==> config.mk <==
export PLATFORM = sky130hd
export DESIGN_NAME = monitor_cfg_ctrl
export DESIGN_NICKNAME = d
export VERILOG_FILES = /design/src/rtl/mcfg_pkg.sv /design/src/rtl/mcfg_store.sv /design/src/rtl/mcfg_pin.sv /design/src/rtl/monitor_cfg_ctrl.sv
export SDC_FILE = /design/constraint.sdc
export NUM_CORES = 1
export LEC_CHECK = 0
export BUFFER_PORTS_ARGS = -buffer_cell sky130_fd_sc_hd__buf_4
export CELL_PAD_IN_SITES_DETAIL_PLACEMENT = 2
export CELL_PAD_IN_SITES_GLOBAL_PLACEMENT = 2
export CORE_MARGIN = 3
export CORE_UTILIZATION = 23
export DETAILED_ROUTE_END_ITERATION = 10
export PLACE_DENSITY = 0.91
export SLEW_MARGIN = 30
export SYNTH_ARGS = -nofsm -noshare
export SYNTH_HDL_FRONTEND = slang
export SYNTH_SLANG_ARGS = --single-unit
==> constraint.sdc <==
create_clock -name clk -period 4.1 [get_ports clk]
set_clock_uncertainty 0.2 [all_clocks]
set_input_delay 0.615 -clock clk [delete_from_list [all_inputs] [get_ports clk]]
set_output_delay 0.615 -clock clk [all_outputs]
set_load 0.01 [all_outputs]
==> src/rtl/mcfg_pkg.sv <==
package mcfg_pkg;

    localparam int CFG_W   = 16;
    localparam int FIELD_W = 4;

    typedef enum logic [1:0] {
        PIN_NONE  = 2'b00,
        PIN_BUSY  = 2'b01,
        PIN_ALERT = 2'b10,
        PIN_CLEAR = 2'b11
    } pin_fn_e;

    // Bit positions are fixed by the decoding logic that consumes them.
    typedef struct packed {
        logic                rsvd;        // 15
        logic                smp_dly_n;   // 14, active-low enable
        logic                trial_dly_n; // 13, active-low enable
        logic                autocycle;   // 12
        logic [FIELD_W-1:0]  in_mode;     // 11:8
        logic [FIELD_W-1:0]  ref_rng;     // 7:4
        logic                filt_n;      // 3, active-low enable
        pin_fn_e             pin_fn;      // 2:1
        logic                pol_hi;      // 0
    } cfg_t;

    function automatic logic is_clear_code(input logic [CFG_W-1:0] w);
        return w[2:1] == PIN_CLEAR;
    endfunction

    // Value actually stored for a written word.
    function automatic cfg_t store_value(input logic [CFG_W-1:0] w);
        cfg_t c;
        c = cfg_t'(w);
        c.rsvd = 1'b0;
        if (c.pin_fn == PIN_CLEAR)
            c.pin_fn = PIN_ALERT;
        return c;
    endfunction

endpackage

==> src/rtl/mcfg_store.sv <==
module mcfg_store
    import mcfg_pkg::*;
(
    input  logic             clk,
    input  logic             rst,
    input  logic             wr_en,
    input  logic [CFG_W-1:0] wr_data,
    output cfg_t             cfg_q,
    output logic             clr_q
);

    always_ff @(posedge clk) begin
        if (rst) begin
            cfg_q <= '0;
            clr_q <= 1'b0;
        end else begin
            clr_q <= 1'b0;
            if (wr_en) begin
                cfg_q <= store_value(wr_data);
                clr_q <= is_clear_code(wr_data);
            end
        end
    end

endmodule

==> src/rtl/mcfg_pin.sv <==
module mcfg_pin
    import mcfg_pkg::*;
(
    input  pin_fn_e pin_fn,
    input  logic    pol_hi,
    input  logic    conv_busy,
    input  logic    alert_any,
    input  logic    clr,
    output logic    pin
);

    logic active;

    always_comb begin
        unique case (pin_fn)
            PIN_BUSY:  active = conv_busy;
            PIN_ALERT: active = alert_any;
            default:   active = 1'b0;
        endcase
        if (clr)
            active = 1'b0;
    end

    assign pin = active ^ ~pol_hi;

endmodule

==> src/rtl/monitor_cfg_ctrl.sv <==
module monitor_cfg_ctrl
    import mcfg_pkg::*;
(
    input  logic               clk,
    input  logic               rst,
    input  logic               wr_en,
    input  logic [CFG_W-1:0]   wr_data,
    output logic [CFG_W-1:0]   rd_data,
    input  logic               conv_busy,
    input  logic               alert_any,
    output logic               alert_clear,
    output logic               irq_pin,
    output logic               cfg_autocycle,
    output logic               cfg_smp_dly_en,
    output logic               cfg_trial_dly_en,
    output logic               cfg_filt_en,
    output logic [FIELD_W-1:0] cfg_in_mode,
    output logic [FIELD_W-1:0] cfg_ref_rng
);

    cfg_t cfg;
    logic clr;

    mcfg_store u_store (
        .clk     (clk),
        .rst     (rst),
        .wr_en   (wr_en),
        .wr_data (wr_data),
        .cfg_q   (cfg),
        .clr_q   (clr)
    );

    mcfg_pin u_pin (
        .pin_fn    (cfg.pin_fn),
        .pol_hi    (cfg.pol_hi),
        .conv_busy (conv_busy),
        .alert_any (alert_any),
        .clr       (clr),
        .pin       (irq_pin)
    );

    assign rd_data          = cfg;
    assign alert_clear      = clr;
    assign cfg_autocycle    = cfg.autocycle;
    assign cfg_smp_dly_en   = ~cfg.smp_dly_n;
    assign cfg_trial_dly_en = ~cfg.trial_dly_n;
    assign cfg_filt_en      = ~cfg.filt_n;
    assign cfg_in_mode      = cfg.in_mode;
    assign cfg_ref_rng      = cfg.ref_rng;

endmodule

==> insert_results.sql <==
INSERT INTO impl_metrics (metric_group, metric, value, unit) VALUES
('run_status', 'run_status', 'complete, no violations', ''),
('power', 'power_switching_share', '25.96', '%'),
('timing', 'final_min_period_over_clock_period', '57.63', '%'),
('clock_tree', 'postCtsSetupBuffers', '0', ''),
('synth', 'most_frequent_cells_after_synthesis', '16 x sky130_fd_sc_hd__dfxtp_1, 14 x sky130_fd_sc_hd__mux2i_1, 14 x sky130_fd_sc_hd__nor2_1', ''),
('synth', 'ys_ff_latch', '16', ''),
('power', 'total_switching_power', '0.09088', 'mW'),
('power', 'clkPwrFrac', '30.6', '%'),
('clock_tree', 'clock_tree.htree_level_count', '1', ''),
('detailed_routing', 'detailroute.via_count', '631', ''),
('clock_tree', 'post_cts_hold_buffer_count', '0', ''),
('die', 'die_width', '62.70', 'µm'),
('timing', 'final-setup-viol-count', '0', ''),
('die', 'start_util', '25.50', '%'),
('worst_setup_path', 'startpoint_type', 'flop', ''),
('worst_setup_path', 'critical_path_required', '3280', 'ps'),
('power', 'comb_power_share', '20.5', '%'),
('clock_tree', 'ctsResizeCount', '0', ''),
('power', 'sequentialPowerShare', '48.9', '%'),
('place', 'io_buffer_count', '48', ''),
('power', 'power.internal', '0.2592', 'mW'),
('clock_tree', 'clkTransAtPathRegs', '100', 'ps'),
('synth', 'mappedNetlistNets', '96', ''),
('worst_setup_path', 'timing.critical_path.to_type', 'primary output', ''),
('timing', 'max_freq', '423.2', 'MHz'),
('synth', 'synth_top_area_share', '43.32', '%'),
('hold_path', 'min-delay-path-class', 'reg -> reg', ''),
('clock_tree', 'clk-insertion-delay-late', '280', 'ps'),
('final_layout', 'num-nets-final', '135', ''),
('detailed_routing', 'drt.antenna.violating_nets', '0', ''),
('place', 'place.gp.congestion', '0.6809', ''),
('detailed_routing', 'drt_first_pass_iters', '2', ''),
('die', 'io-pin-count', '51', ''),
('final_layout', 'multi_input_gate_area', '281.5', 'µm²'),
('detailed_routing', 'wirelength', '2043', 'µm'),
('final_layout', 'synthToLayoutAreaGrowth', '44.67', '%'),
('final_layout', 'nFillCells', '342', ''),
('power', 'cellLeakagePower', '0.5450', 'nW'),
('die', 'coreArea', '2900', 'µm²'),
('synth', 'yosysWarnings', '0', ''),
('worst_setup_path', 'critical_path.max_fanout', '4', ''),
('synth', 'ys_types', '17', ''),
('grt', 'grt_start_max_net_pins', '18', ''),
('worst_setup_path', 'critPathKind', 'reg -> out', ''),
('final_layout', 'share_of_cells_above_drive_strength_1', '49.55', '%'),
('synth', 'synth.most_common_cell', 'sky130_fd_sc_hd__dfxtp_1', ''),
('detailed_routing', 'route.detailed.drc', '0', ''),
('power', 'power.ir.vdd_worst', '93.93', 'µV'),
('timing', 'grt_setup_unrepaired', 'no', ''),
('clock_tree', 'cts_sink_cnt', '16', ''),
('worst_setup_path', 'cp_data_arrival_time', '1550', 'ps'),
('grt', 'grt_antenna_before_repair', '0', ''),
('synth', 'synth_area', '739.5', 'µm²'),
('timing', 'final_hold_violating_endpoints', '0', ''),
('clock_tree', 'numCtsBuffers', '3', ''),
('die', 'dieArea', '3931', 'µm²'),
('detailed_routing', 'avgRoutedWirePerCell', '13.35', 'µm'),
('synth', 'post_synth.cell_area_avg', '10.13', 'µm²'),
('timing', 'final_report_max_slew_violation_count', '0', ''),
('timing', 'fin_tns_setup', '0', 'ps'),
('power', 'pwr_density_cell', '327.2', 'nW/µm²'),
('grt', 'grt_first_pass_wirelength', '3374', 'µm'),
('detailed_routing', 'drt_first_iter_violations', '7', ''),
('run', 'max_cap_violations', '0', ''),
('die', 'die_height', '62.70', 'µm'),
('clock_tree', 'clock_tree_root_driver_cell', 'sky130_fd_sc_hd__clkbuf_4', ''),
('grt', 'grt_overflow_total', '0', ''),
('timing', 'final.min_clock_period', '2363', 'ps'),
('grt', 'grt_util_all_layers', '10.66', '%'),
('detailed_routing', 'avgViaCountPerCell', '4.124', ''),
('synth', 'yosysSeqAreaShare', '43.32', '%');
==> worst paths after layout <==
| check | slack [ps] | endpoint | depth (start not counted) | startpoint |
|---|---|---|---|---|
| setup / recovery | 1740 | irq_pin | 5 | u_store.cfg_q[1] |
| hold reg to reg | 310 | u_store.cfg_q[1] | 2 | u_store.cfg_q[1] |
| setup reg to reg | 3260 | u_store.cfg_q[2] | 2 | u_store.cfg_q[2] |
| hold / removal | 310 | u_store.cfg_q[1] | 2 | u_store.cfg_q[1] |
==> registers in the layout (all words and copies together) (netlist names) <==
| register | flops |
|---|---|
| u_store.cfg_q | 15 |
| u_store.clr_q | 1 |
==> per-layer routing <==
| layer | global-route usage [%] | part of all wire (%) | vias to the layer above |
|---|---|---|---|
| met5 | 0 | 0 | - |
| met4 | 1.653 | 0 | 0 |
| met3 | 4.676 | 8.9 | 0 |
| met2 | 20.64 | 56 | 33 |
| met1 | 10.53 | 35 | 300 |
| li1 | - | - | 298 |
==> final cells by class <==
type | count | share of cell area (%)
Clock buffer | 4 | 3.392
Inverter | 5 | 1.754
Multi-Input combinational cell | 38 | 26.32
Sequential cell | 16 | 29.94
Tap cell | 42 | 4.912
Timing Repair Buffer | 48 | 33.68
==> power by group through the flow <==
stage	Sequential, mW	Clock, mW	Combinational, mW
2_1_floorplan	0.178	0	0.0365
3_3_place_gp	0.174	0	0.0702
3_5_place_dp	0.175	0	0.0734
4_1_cts	0.172	0.111	0.0735
5_1_grt	0.173	0.118	0.0785
6_report	0.171	0.107	0.0717
==> cells in the final DEF, fill, tap and decap left out <==
master and instances:
sky130_fd_sc_hd__clkbuf_8 1, sky130_fd_sc_hd__a21oi_2 1, sky130_fd_sc_hd__nor3_1 1, sky130_fd_sc_hd__conb_1 1
sky130_fd_sc_hd__nand3b_2 1, sky130_fd_sc_hd__nor2_1 14, sky130_fd_sc_hd__clkbuf_4 3, sky130_fd_sc_hd__ha_1 2
sky130_fd_sc_hd__inv_1 5, sky130_fd_sc_hd__dfxtp_1 16, sky130_fd_sc_hd__mux2i_1 14, sky130_fd_sc_hd__xnor2_1 1
sky130_fd_sc_hd__buf_4 48, sky130_fd_sc_hd__nand2b_2 1, sky130_fd_sc_hd__a22oi_1 1, sky130_fd_sc_hd__and4b_1 1
==> logic make-up after synthesis <==
logic type / Yosys count / synth area share [%]
AO/OA/AOI/OAI: 2 / 2.200
other: 1 / 0.5071
buffers and inverters: 19 / 18.61
multiplexers: 14 / 18.95
adder cells (fa/ha/maj): 2 / 3.384
flip-flops: 16 / 43.32
XOR/XNOR: 1 / 1.185
AND/OR/NAND/NOR: 18 / 11.84
==> metrics by stage <==
stage | power, mW | hold WS [ps] | instances | setup slack [ps] | utilization, %
floorplan | 0.2141 | 305.7 | 73 | 2133 | -
global placement | 0.2442 | 289.3 | 149 | 2046 | 35.63
detailed placement | 0.2485 | 307.5 | 149 | 2007 | 35.63
CTS | 0.3562 | 322.6 | 153 | 1695 | 36.89
global route | 0.3697 | 354.8 | 153 | 1598 | 36.89
finish | 0.3501 | 312.7 | 153 | 1737 | 36.89
==> critical path, cell delays in order, from the launching register on <==
cell                      delay (ps)
sky130_fd_sc_hd__dfxtp_1         400
sky130_fd_sc_hd__inv_1            60
sky130_fd_sc_hd__ha_1            290
sky130_fd_sc_hd__nor3_1          230
sky130_fd_sc_hd__xnor2_1         140
sky130_fd_sc_hd__buf_4           140
Power figures use the tool's default switching activity.
